==> config.mk <==
export PLATFORM = sky130hd
export DESIGN_NAME = scan_partition_top
export DESIGN_NICKNAME = d
export VERILOG_FILES = /design/src/rtl/scan_part_pkg.sv /design/src/rtl/scan_freeze_ctrl.sv /design/src/rtl/scan_test_net.sv /design/src/rtl/scan_chain.sv /design/src/rtl/scan_partition_top.sv
export SDC_FILE = /design/constraint.sdc
export NUM_CORES = 1
export LEC_CHECK = 0
export BUFFER_PORTS_ARGS = -buffer_cell sky130_fd_sc_hd__buf_4
export CAP_MARGIN = 40
export CORE_UTILIZATION = 40
export CTS_CLUSTER_SIZE = 10
export DETAILED_ROUTE_END_ITERATION = 10
export GPL_TIMING_DRIVEN = 0
export PLACE_DENSITY = 0.72
export SLEW_MARGIN = 20
export SYNTH_ARGS = -nofsm -noshare
export SYNTH_HDL_FRONTEND = slang
export SYNTH_SLANG_ARGS = --single-unit
==> constraint.sdc <==
create_clock -name clk -period 2.1 [get_ports clk]
set_input_delay 0.525 -clock clk [delete_from_list [all_inputs] [get_ports clk]]
set_output_delay 0.525 -clock clk [all_outputs]
set_load 0.03 [all_outputs]
==> src/rtl/scan_part_pkg.sv <==
package scan_part_pkg;

   typedef enum logic {
      MODE_CAPTURE = 1'b0,
      MODE_SHIFT   = 1'b1
   } scan_mode_e;

   function automatic int unsigned flat_base(input int unsigned chain,
                                             input int unsigned len);
      return chain * len;
   endfunction

endpackage

==> src/rtl/scan_freeze_ctrl.sv <==
module scan_freeze_ctrl #(
   parameter int unsigned HAS_FROZEN = 1
) (
   input  logic clk,
   input  logic rst,
   input  logic freeze,
   output logic frz_q
);

   generate
      if (HAS_FROZEN != 0) begin : g_reg
         always_ff @(posedge clk) begin
            if (rst) frz_q <= 1'b0;
            else     frz_q <= freeze;
         end
      end else begin : g_none
         assign frz_q = 1'b0;
      end
   endgenerate

endmodule

==> src/rtl/scan_test_net.sv <==
module scan_test_net #(
   parameter int unsigned TOTAL = 32
) (
   input  logic [TOTAL-1:0] state,
   input  logic [TOTAL-1:0] cap_word,
   output logic [TOTAL-1:0] nxt
);

   generate
      if (TOTAL == 1) begin : g_single
         assign nxt = state ^ cap_word;
      end else begin : g_rot
         assign nxt = {state[0], state[TOTAL-1:1]} ^ cap_word;
      end
   endgenerate

endmodule

==> src/rtl/scan_chain.sv <==
module scan_chain
   import scan_part_pkg::*;
#(
   parameter int unsigned LEN = 4
) (
   input  logic           clk,
   input  logic           rst,
   input  logic           en,
   input  scan_mode_e     mode,
   input  logic           sin,
   input  logic [LEN-1:0] cap_d,
   output logic [LEN-1:0] q
);

   logic [LEN-1:0] shift_d;

   generate
      if (LEN == 1) begin : g_one
         assign shift_d = sin;
      end else begin : g_many
         assign shift_d = {q[LEN-2:0], sin};
      end
   endgenerate

   always_ff @(posedge clk) begin
      if (rst)
         q <= '0;
      else if (en)
         q <= (mode == MODE_SHIFT) ? shift_d : cap_d;
   end

endmodule

==> src/rtl/scan_partition_top.sv <==
module scan_partition_top
   import scan_part_pkg::*;
#(
   parameter int unsigned NUM_CHAINS = 8,
   parameter int unsigned CHAIN_LEN  = 4,
   parameter int unsigned NUM_FROZEN = 4,
   localparam int unsigned TOTAL     = NUM_CHAINS * CHAIN_LEN,
   localparam int unsigned NUM_LIVE  = NUM_CHAINS - NUM_FROZEN
) (
   input  logic                  clk,
   input  logic                  rst,
   input  logic                  scan_en,
   input  logic                  freeze,
   input  logic [NUM_CHAINS-1:0] scan_in,
   input  logic [TOTAL-1:0]      cap_word,
   output logic [NUM_CHAINS-1:0] scan_out
);

   if (NUM_CHAINS < 1) begin : g_chk_chains
      $error("NUM_CHAINS must be at least 1");
   end
   if (CHAIN_LEN < 1) begin : g_chk_len
      $error("CHAIN_LEN must be at least 1");
   end
   if (NUM_FROZEN >= NUM_CHAINS) begin : g_chk_frozen
      $error("NUM_FROZEN must leave at least one always-on chain");
   end

   logic [TOTAL-1:0] cells;
   logic [TOTAL-1:0] nxt;
   logic             frz_q;
   scan_mode_e       mode;

   assign mode = scan_en ? MODE_SHIFT : MODE_CAPTURE;

   scan_freeze_ctrl #(
      .HAS_FROZEN((NUM_FROZEN > 0) ? 1 : 0)
   ) u_frz (
      .clk    (clk),
      .rst    (rst),
      .freeze (freeze),
      .frz_q  (frz_q)
   );

   scan_test_net #(
      .TOTAL(TOTAL)
   ) u_net (
      .state    (cells),
      .cap_word (cap_word),
      .nxt      (nxt)
   );

   generate
      for (genvar c = 0; c < NUM_CHAINS; c++) begin : g_chain
         localparam int unsigned BASE = flat_base(c, CHAIN_LEN);
         logic en;
         if (c < NUM_LIVE) begin : g_live
            assign en = 1'b1;
         end else begin : g_frozen
            assign en = ~frz_q;
         end
         scan_chain #(
            .LEN(CHAIN_LEN)
         ) u_chain (
            .clk   (clk),
            .rst   (rst),
            .en    (en),
            .mode  (mode),
            .sin   (scan_in[c]),
            .cap_d (nxt[BASE +: CHAIN_LEN]),
            .q     (cells[BASE +: CHAIN_LEN])
         );
         assign scan_out[c] = cells[BASE + CHAIN_LEN - 1];
      end
   endgenerate

endmodule

Yosys cells after proc, flatten, opt, wreduce, memory -nomap -nowiden. Index checks and enable logic that the tools add are counted.

Bits in registers: 33. Bits of input ports: 44. Output and inout bits: 8. Word-level logic and storage cells: 19.

Multiplexer cells: 9. Bitwise gates (word level): 1.

Operators with widths (number): $mux W4 (8); $xor A32 B32 Y32 (1); $mux W1 (1).

Logic depth before layout (Yosys ltp). Gate-level depths: netlist of the first run.

Depth after elaboration: 2. Mapped depth: 4.

Modules after synthesis. Synthesis of the first run repeated with hierarchy kept, for this count alone.

Cells, all modules: 180. Area, all modules: 1712.9 um2.

By module, submodules not included: scan_chain (times used 8, cells each 18, area each 173.9 um2, sequential area each 80.1 um2); scan_test_net (times used 1, cells each 32, area each 280.3 um2, sequential area each 0.0 um2); scan_freeze_ctrl (times used 1, cells each 2, area each 33.8 um2, sequential area each 20.0 um2); scan_partition_top (times used 1, cells each 2, area each 7.5 um2, sequential area each 0.0 um2).

Worst setup path after synthesis of the first run. Ideal clock, no wire load.

Path kind: in2reg. From: input scan_en. To: register g_chain[4].u_chain.q[0]. Arrival time: 1249 ps. Required time: 2021 ps. Slack: 772 ps. Stages on the path: 4. Path buffers: 2. Path through: or3_1 buf_6 buf_6 o221ai_2.

Cells in the longest elaborated chain, start to end: 2.

Ends and longest elaborated chain: start: declaration (RTL line scan_partition_top.sv:12) `input logic scan_en,`; $mux W1 (RTL line scan_partition_top.sv:34) `assign mode = scan_en ? MODE_SHIFT : MODE_CAPTURE;`; $mux W4 (RTL line scan_chain.sv:29) `q <= (mode == MODE_SHIFT) ? shift_d : cap_d;`; end signal: assignment (RTL line scan_chain.sv:29); end: declaration (RTL line scan_chain.sv:12) `output logic [LEN-1:0] q`.

Every way passes these cells. A chain may end at the register's enable or synchronous reset.

Worst setup path in the final report of the first run.
From: register g_chain[4].u_chain.q[3]. To: output scan_out[4].

RTL lines: end: declaration (RTL line scan_partition_top.sv:16) `output logic [NUM_CHAINS-1:0] scan_out`.

No word-level cell between the ends.

==> results of run 1 <==
[power by group]
| part | total (uW) | switching [uW] | internal, uW |
|---|---|---|---|
| clock | 479 | 219 | 260 |
| sequential | 732 | 48.6 | 683 |
| combinational | 346 | 149 | 198 |
[logic make-up (layout without fill, tap and decap cells)]
group / count (synthesis) / in the layout / share of synthesized area (%)
buf+inv: 23 / 81 / 7.98
xor+xnor: 32 / 32 / 16.0
flops: 33 / 33 / 37.6
simple gates: 50 / 50 / 20.1
compound gates: 32 / 32 / 18.4
[per-stage QoR]
| step | cells | hold slack, ns | area, um^2 |
|---|---|---|---|
| 2_1_floorplan | 170 | 0.498 | 1760 |
| 3_3_place_gp | 271 | 0.511 | 2200 |
| 3_5_place_dp | 271 | 0.523 | 2200 |
| 4_1_cts | 278 | 0.452 | 2290 |
| 5_1_grt | 278 | 0.453 | 2290 |
| 6_report | 278 | 0.455 | 2290 |
[routing by layer]
| metal | track usage (%) | vias to the layer above | part of all wire, % |
|---|---|---|---|
| li1 | - | 721 | - |
| met5 | 0 | - | 0 |
| met3 | 6.67 | 5 | 7.6 |
| met2 | 26.5 | 46 | 46 |
| met4 | 4.69 | 0 | 0.95 |
| met1 | 22.7 | 636 | 45 |
[layout by cell type (no fill, tap or decap), drive strengths merged]
master | netlist | layout
or3 | 1 | 1
clkbuf | 5 | 12
nor2b | 17 | 17
dfxtp | 33 | 33
nand4bb | 11 | 11
inv | 1 | 1
buf | 17 | 68
a211oi | 16 | 16
nand2 | 16 | 16
o221ai | 16 | 16
xnor2 | 32 | 32
or4bb | 5 | 5
[flip-flops by register name (all words and copies together) (netlist names)]
| name | cells |
|---|---|
| g_chain.u_chain.q | 32 |
| u_frz.frz_q | 1 |
[worst paths after layout]
kind,startpoint,to,slack (ns),cells past startpoint
worst max-delay path,g_chain[4].u_chain.q[3],scan_out[4],0.66,2
worst min register to register,g_chain[3].u_chain.q[0],g_chain[3].u_chain.q[1],0.53,2
worst max register to register,u_frz.frz_q,g_chain[7].u_chain.q[1],0.86,4
worst min-delay path,freeze,u_frz.frz_q,0.46,2
[area by class of cell]
class | instances | area (um^2) | area share (%)
inverter | 1 | 3.75 | 0.164
tap | 50 | 62.6 | 2.73
sequential | 33 | 661 | 28.9
timing repair buffer | 51 | 383 | 16.7
clock buffer | 7 | 86.3 | 3.77
multi-input combinational | 114 | 956 | 41.8
buffer | 22 | 136 | 5.96
[worst reg2reg max path: stages (launching register included)]
cell	delay (ns)
dfxtp_1	0.34
or3_1	0.39
buf_6	0.15
buf_6	0.15
o221ai_2	0.14
==> flow_summary_export.csv, run 1 <==
group,metric,value,unit
critical_path,start_kind,"flop",
outcome,run_status,"finished, final reports clean",
final_layout,fill_cells,390,
critical_path,worst-endpoint-arrival,0.92,ns
placed_design,hpwl,2710,um
yosys,synth.ff_latch_count,33,
floorplanning,die_width,68.3,um
placed_design,placement.io_buffers,51,
yosys,leading_post_synthesis_cells_by_cell_area,"dfxtp_1, xnor2_1, o221ai_2, nand4bb_1, a211oi_1",
sta,finalWorstSetupSlack,0.660,ns
clock_tree,clock-sinks,33,
min_path,min_path_type,"in -> reg",
critical_path,crit_path_class,"reg -> out",
yosys,synthesis.area_per_instance,10.3,um^2
clock_tree,cts_buffers,5,
clock_tree,clk-insertion-delay-late,0.28,ns
power,power.density,680,nW/um^2
detailed_routing,drt_drc_violations_left,0,
critical_path,critPathTopFamily,"flip-flops",
global_routing,number_of_global_route_vias_before_repair,1262,
yosys,yosys_cell_types,15,
global_routing,grt_pass1_wl,5850,um
critical_path,longest_individual_stage_delay_on_the_worst_path,0.37,ns
yosys,yosys.area.top_type_share,37.6,%
flow_run,maxCapViolCount,0,
global_routing,number_of_antenna_violations_at_the_first_check_in_global_routing,0,
final_layout,fin_util,55.6,%
detailed_routing,drtPass1Iterations,4,
yosys,synth_largest_area_cell,"dfxtp_1",
floorplanning,placement_rows,23,
final_layout,nets,272,
placed_design,place.gp.congestion,0.721,
sta,maxSlewViolCount,0,
yosys,post_synthesis_sequential_area_ratio,37.6,%
final_layout,layout-drive-gt1-share,37.3,%
critical_path,timing.critical_path.mode_cell,"buf_4",
global_routing,overall_fraction_of_global_route_tracks_in_use,17.4,%
yosys,syn-instance-count,170,
yosys,asyncSetResetFlopFracSynth,0,%
clock_tree,cts_setup_buffers,0,
sta,rsz0062_at_grt,"false",
clock_tree,cts_root_buf,"clkbuf_8",
floorplanning,starting_utilization_of_the_core_area,42.7,%
global_routing,grt_max_degree,11,
yosys,number_of_synthesis_warnings,0,
sta,fin_crit,1.44,ns
power,static_leakage_power,0.000867,uW
sta,hold_violations,0,
sta,total_setup_violations_reported_at_the_end_of_the_flow,0,
yosys,post_synth_instance_area,1760,um^2
clock_tree,post_cts_resized,0,
sta,relSlewSlack,70.8,%
critical_path,cp_slowest_cell,"dfxtp_1",
detailed_routing,detailroute.via_count,1408,
detailed_routing,drt_iter0_markers,101,
sta,fmax,694,MHz
detailed_routing,wire_per_inst,13.6,um
floorplanning,floorplan.die_area,4660,um^2
clock_tree,path_clk_slew,0.07,ns
yosys,netlist_top_cells_count,"dfxtp_1, xnor2_1, nor2b_1",
critical_path,sequence_of_cells_on_the_critical_path,"buf_4, buf_4",
sta,fin_skew,0.00452,ns
sta,fin_crit_sh,68.6,%
critical_path,crit_buf_inv,2,
power,ir_worst_vdd,0.323,mV
yosys,yosys.cell_count.top_type,"dfxtp_1",
yosys,number_of_synthesized_flops_with_an_enable_pin,0,
yosys,postSynth.topFlopCell,"dfxtp_1",
final_layout,synthToLayoutAreaGrowth,30.3,%
final_layout,antenna-diode-count,0,
sta,timing_worst_slew_pin_value,0.437,ns
global_routing,grt-ovfl-total,0,
detailed_routing,vias_per_cell,5.06,
clock_tree,clk_path_buf_depth,2,
floorplanning,chipHeight,68.3,um
critical_path,cp_max_fo,3,
floorplanning,fp.coreArea,4120,um^2
critical_path,cp.required,1.57,ns
detailed_routing,drtAntennaViolNets,0,
detailed_routing,drt_wl_total,3790,um
placed_design,place_ws,0.557,ns
floorplanning,design.portCount,52,
clock_tree,cts_hold_buffers,0,
clock_tree,cts_tree,"done",
critical_path,endpoint_kind,"output pin",
sta,setup_total_negative_slack,0,ns
yosys,syn_nets,214,
clock_tree,clock_tree.htree_level_count,2,
power,fin_total_pwr,1560,uW
Note: power is estimated with default switching activity, not from simulation.
==> run 2: changes to the inputs <==
--- a/config.mk
+++ b/config.mk
@@ -11,7 +11,7 @@
 export CTS_CLUSTER_SIZE = 10
 export DETAILED_ROUTE_END_ITERATION = 10
 export GPL_TIMING_DRIVEN = 0
-export PLACE_DENSITY = 0.72
+export PLACE_DENSITY = 0.75
 export SLEW_MARGIN = 20
 export SYNTH_ARGS = -nofsm -noshare
 export SYNTH_HDL_FRONTEND = slang
==> constraint.sdc (replaced) <==
create_clock -name clk -period 1.2 [get_ports clk]
set_input_delay 0.3 -clock clk [delete_from_list [all_inputs] [get_ports clk]]
set_output_delay 0.3 -clock clk [all_outputs]
set_load 0.03 [all_outputs]
==> run 2 against run 1 <==
Effect of this change: worst setup slack got worse by 0.64 ns; combinational power increased by 86%; cell area rose by 2.6%; die area stayed put; first-iteration DRC count fell by 3.0%; clock skew grew 0.0040 ns; final cell count grew 1.4%; global-route usage is 0.73 points higher; flip-flop and latch count unchanged; sequential share of layout area decreased by 0.24 points; clock power rose by 72%; sequential power is 75% higher; largest cell class unchanged.
==> flow_summary_export.csv, run 2 (synthesis gave the netlist of run 1 again) <==
group,metric,value,unit
sta,fmax,846,MHz
critical_path,cp_max_fo,2,
detailed_routing,drt_iter0_markers,98,
detailed_routing,vias_per_cell,5.12,
placed_design,numPlacedInstances,271,
placed_design,dpl_cell_area,2200,um^2
sta,finalWorstSetupSlack,0.0174,ns
sta,total_setup_violations_reported_at_the_end_of_the_flow,0,
power,ir_worst_vdd,0.634,mV
min_path,worst_hold_startpoint,"freeze",
critical_path,cp.required,0.90,ns
final_layout,fill_cells,373,
power,static_leakage_power,0.000896,uW
placed_design,place.gp.congestion,0.718,
final_layout,layout-drive-gt1-share,42.7,%
flow_run,maxCapViolCount,0,
clock_tree,cts_root_buf,"clkbuf_8",
clock_tree,clock-sinks,33,
global_routing,overall_fraction_of_global_route_tracks_in_use,18.1,%
final_layout,reg.largest.list,"g_chain.u_chain.q: 32 flops, u_frz.frz_q: 1 flops",
floorplanning,fp.coreArea,4120,um^2
clock_tree,clk-insertion-delay-late,0.29,ns
clock_tree,path_clk_slew,0.07,ns
final_layout,layout.cells.most_common,"buf_4",
placed_design,place_ws,-0.109,ns
sta,setup_total_negative_slack,0,ns
final_layout,nets,275,
detailed_routing,drt_wl_total,3830,um
sta,maxSlewViolCount,0,
final_layout,largest_reg_flops,32,
global_routing,number_of_global_route_vias_before_repair,1280,
critical_path,worst-r2r-cell-count,3,
critical_path,endpoint_kind,"output pin",
final_layout,design_area,2350,um^2
sta,hold_violations,0,
detailed_routing,met2RoutedLength,1760,um
critical_path,reg2reg_setup_slack,0.04,ns
clock_tree,clk_path_buf_depth,2,
global_routing,number_of_antenna_violations_at_the_first_check_in_global_routing,0,
floorplanning,die_width,68.3,um
detailed_routing,length_of_routed_wiring_on_met1,1780,um
detailed_routing,drtPass1Iterations,4,
placed_design,placement.io_buffers,51,
final_layout,synthToLayoutAreaGrowth,33.6,%
critical_path,crit-reg2reg-capture,"g_chain[7].u_chain.q[0]",
critical_path,start_kind,"flop",
detailed_routing,routed_wl_met3,233,um
critical_path,crit_path_class,"reg -> out",
floorplanning,chipHeight,68.3,um
sta,relSlewSlack,71.0,%
sta,hold_ws,0.225,ns
placed_design,hpwl,2760,um
sta,timing_worst_slew_pin_value,0.435,ns
detailed_routing,drt_drc_violations_left,0,
global_routing,grt_max_degree,17,
min_path,min_path_type,"in -> reg",
global_routing,grt-ovfl-total,0,
sta,fin_skew,0.00847,ns
detailed_routing,detailroute.via_count,1443,
floorplanning,design.portCount,52,
detailed_routing,topRoutingLayerUsed,"met4",
clock_tree,cts_buffers,5,
critical_path,worst-endpoint-arrival,0.88,ns
floorplanning,floorplan.die_area,4660,um^2
sta,fin_crit,1.18,ns
clock_tree,cts_tree,"done",
final_layout,antenna-diode-count,0,
critical_path,critical_path.startpoint,"g_chain[3].u_chain.q[3]",
detailed_routing,drtAntennaViolNets,0,
floorplanning,placement_rows,23,
outcome,run_status,"finished, final reports clean",
sta,rsz0062_at_grt,"false",
clock_tree,clock_tree.htree_level_count,2,
final_layout,final_instance_count_without_filler_cells,282,
power,power.density,1170,nW/um^2
global_routing,grt_pass1_wl,6080,um
critical_path,r2r-start,"u_frz.frz_q",
sta,fin_crit_sh,98.6,%
detailed_routing,wire_per_inst,13.6,um
final_layout,largest_register,"g_chain.u_chain.q",
critical_path,setup.worst_path.end,"scan_out[3]",
floorplanning,starting_utilization_of_the_core_area,42.7,%
final_layout,final_cell_mix,"buf_4, xnor2_1, dfxtp_1",
run 2: layout make-up:
class                      count  area [um^2]  area share (%)
timing repair buffer          56          447            19.0
multi-input combinational    114          956            40.7
clock buffer                   6         72.6            3.09
buffer                        20          124            5.28
inverter                       1         3.75           0.160
clock inverter                 2         10.0           0.426
sequential                    33          672            28.6
tap                           50         62.6            2.67
run 2: worst max-delay path, stage by stage (launching register included):
cell and delay (ns):
dfxtp_2 0.32, buf_4 0.12, buf_4 0.15
run 2: through the flow:
| stage | total power [uW] | util [%] |
|---|---|---|
| detailed placement | 1910 | 53.5 |
| global route | 2870 | 57.0 |
| global placement | 1910 | 53.5 |
| CTS | 2750 | 56.4 |
| finish | 2750 | 57.0 |
| floorplan | 1680 | - |
run 2: what timing repair did:
action | CTS | global route
buffers inserted | 4 | 1
hold buffers | 0 | 0
pin swaps | 0 | 1
gates resized for setup | 10 | 11
setup endpoints to repair | 16 | 18
endpoints found under the hold margin | 0 | 0
run 2: how the worst min path moves through the flow:
stage                     cells after the start  slack, ns                 endpoint
final                                         2       0.22              u_frz.frz_q
after global routing                          2       0.24              u_frz.frz_q
after CTS                                     2       0.22              u_frz.frz_q
after detailed placement                      2       0.52              u_frz.frz_q
after global placement                        2       0.51  g_chain[2].u_chain.q[1]
after floorplan                               1       0.43              u_frz.frz_q
run 2: layer usage:
metal | up-vias | GRT usage (%)
met5 | - | 0
met4 | 0 | 7.81
met3 | 5 | 5.33
met2 | 43 | 26.8
met1 | 669 | 24.1
li1 | 726 | -
run 2: report_power, final:
part	switching [uW]	internal [uW]
sequential	79.3	1200
clock	422	402
combinational	272	372
total	773	1970
==> run 3: changes to the inputs <==
--- a/config.mk
+++ b/config.mk
@@ -11,7 +11,7 @@
 export CTS_CLUSTER_SIZE = 10
 export DETAILED_ROUTE_END_ITERATION = 10
 export GPL_TIMING_DRIVEN = 0
-export PLACE_DENSITY = 0.75
+export PLACE_DENSITY = 0.67
 export SLEW_MARGIN = 20
 export SYNTH_ARGS = -nofsm -noshare
 export SYNTH_HDL_FRONTEND = slang
==> run 3 against run 2 <==
Effect of this change: the run now ends with setup timing left; flip-flop and latch count is the same; combinational power grew 0.6%; clock power shrank 0.5%; cell area grew 0.21%; worst setup slack lost 0.017 ns; utilization grew 0.12 points; total power is essentially flat; die area is the same; critical path type is now reg -> reg.
==> flow_summary_export.csv, run 3 (synthesis gave the netlist of run 1 again) <==
group,metric,value,unit
critical_path,cp.required,1.41,ns
detailed_routing,drt_iter0_markers,99,
placed_design,numPlacedInstances,271,
outcome,violations,"setup timing",
floorplanning,floorplan.die_area,4660,um^2
power,ir_worst_vdd,0.591,mV
detailed_routing,detailroute.via_count,1464,
critical_path,cp_slowest_cell,"or4bb_1",
sta,relSlewSlack,67.9,%
floorplanning,fp.coreArea,4120,um^2
final_layout,layout-drive-gt1-share,42.5,%
power,static_leakage_power,0.000895,uW
sta,finalWorstSetupSlack,-0.0000577,ns
clock_tree,cts_buffers,5,
clock_tree,path_clk_slew,0.07,ns
clock_tree,clk-insertion-delay-late,0.29,ns
floorplanning,chipHeight,68.3,um
clock_tree,clock_tree.htree_level_count,2,
global_routing,number_of_global_route_vias_before_repair,1375,
final_layout,fin_util,57.2,%
sta,rsz0062_at_grt,"true",
critical_path,cp_max_fo,10,
clock_tree,clock-sinks,33,
detailed_routing,drtAntennaViolNets,0,
flow_run,maxCapViolCount,0,
critical_path,longest_individual_stage_delay_on_the_worst_path,0.52,ns
clock_tree,clk_path_buf_depth,2,
critical_path,start_kind,"flop",
outcome,run_status,"finished with violations",
critical_path,crit_path_class,"reg -> reg",
detailed_routing,vias_per_cell,5.17,
floorplanning,die_width,68.3,um
final_layout,largest_reg_flops,32,
sta,timing_worst_slew_pin_value,0.482,ns
global_routing,grt_max_degree,17,
sta,fin_crit,1.20,ns
global_routing,grt-ovfl-total,0,
final_layout,layout.cells.most_common,"buf_4",
final_layout,nets,276,
floorplanning,design.portCount,52,
placed_design,place.gp.congestion,0.774,
sta,maxSlewViolCount,0,
detailed_routing,drtPass1Iterations,4,
critical_path,worst-endpoint-arrival,1.41,ns
global_routing,overall_fraction_of_global_route_tracks_in_use,18.1,%
final_layout,reg.largest.list,"g_chain.u_chain.q: 32 flops, u_frz.frz_q: 1 flops",
detailed_routing,drt_wl_total,3960,um
final_layout,antenna-diode-count,0,
clock_tree,cts_hold_buffers,0,
critical_path,endpoint_kind,"flop",
final_layout,final_instance_count_without_filler_cells,283,
global_routing,grt_pass1_wl,6070,um
detailed_routing,drt_drc_violations_left,0,
sta,total_setup_violations_reported_at_the_end_of_the_flow,1,
clock_tree,cts_root_buf,"clkbuf_8",
placed_design,hpwl,2770,um
sta,fmax,833,MHz
sta,fin_skew,0.00529,ns
clock_tree,cts_tree,"done",
floorplanning,starting_utilization_of_the_core_area,42.7,%
floorplanning,placement_rows,23,
final_layout,final_cell_mix,"buf_4, xnor2_1, dfxtp_1",
global_routing,number_of_antenna_violations_at_the_first_check_in_global_routing,0,
detailed_routing,wire_per_inst,14.0,um
critical_path,sequence_of_cells_on_the_critical_path,"buf_2, or4bb_1, o221ai_2",
final_layout,largest_register,"g_chain.u_chain.q",
final_layout,synthToLayoutAreaGrowth,33.9,%
placed_design,place_ws,-0.120,ns
min_path,min_path_type,"in -> reg",
sta,fin_crit_sh,100,%
placed_design,placement.io_buffers,51,
sta,hold_violations,0,
power,power.density,1170,nW/um^2
-- run 3: worst paths after layout --
kind	endpoint	cells past startpoint	slack (ns)	start
max	g_chain[5].u_chain.q[0]	3	-0.00006	u_frz.frz_q
min	u_frz.frz_q	2	0.23	freeze
max reg2reg	g_chain[5].u_chain.q[0]	3	-0.00006	u_frz.frz_q
min reg2reg	g_chain[1].u_chain.q[3]	2	0.52	g_chain[1].u_chain.q[2]
-- run 3: where the power goes --
part           switching [uW]  leakage (uW)  internal, uW
sequential               79.7      0.000276          1200
clock                     408     0.0000395           412
combinational             275      0.000579           373
total                     763      0.000895          1980
-- run 3: critical path, delay by kind of cell (launching register included) --
| kind | cells | cell delay, ns |
|---|---|---|
| AND/OR/NAND/NOR | 1 | 0.52 |
| AO/OA/AOI/OAI | 1 | 0.07 |
| flip-flops | 1 | 0.34 |
| buffers and inverters | 1 | 0.19 |
-- run 3: final cells by class --
| class | count | area, um^2 |
|---|---|---|
| repair buffers | 56 | 443 |
| fillers | 400 | 1760 |
| multi-input cells | 114 | 962 |
| well taps | 50 | 62.6 |
| clock buffers | 8 | 80.1 |
| flip-flops and latches | 33 | 672 |
| inverters | 1 | 3.75 |
| plain buffers | 21 | 129 |
-- run 3: through the flow --
step | power (uW) | hold WS, ns | cell area [um^2] | setup TNS, ns
5_1_grt | 2880 | 0.251 | 2350 | -0.141
2_1_floorplan | 1680 | 0.428 | 1760 | 0
4_1_cts | 2720 | 0.228 | 2290 | 0
6_report | 2750 | 0.227 | 2350 | -0.0000577
3_5_place_dp | 1910 | 0.519 | 2200 | -1.65
3_3_place_gp | 1910 | 0.510 | 2200 | -1.57
-- run 3: timing repair --
| action | in CTS | in global routing |
|---|---|---|
| pin swaps | 0 | 1 |
| gates resized for setup | 7 | 12 |
| setup endpoints to repair | 15 | 24 |
| buffers inserted | 1 | 4 |
-- run 3: metal layers --
| metal | share of wire, % | up-vias | wire length [um] | global-route usage, % |
|---|---|---|---|---|
| li1 | - | 730 | - | - |
| met1 | 45 | 684 | 1780 | 21.6 |
| met2 | 48 | 44 | 1890 | 29.2 |
| met3 | 6.3 | 6 | 249 | 6.67 |
| met4 | 1.1 | 0 | 44 | 6.77 |
| met5 | 0 | - | 0 | 0 |
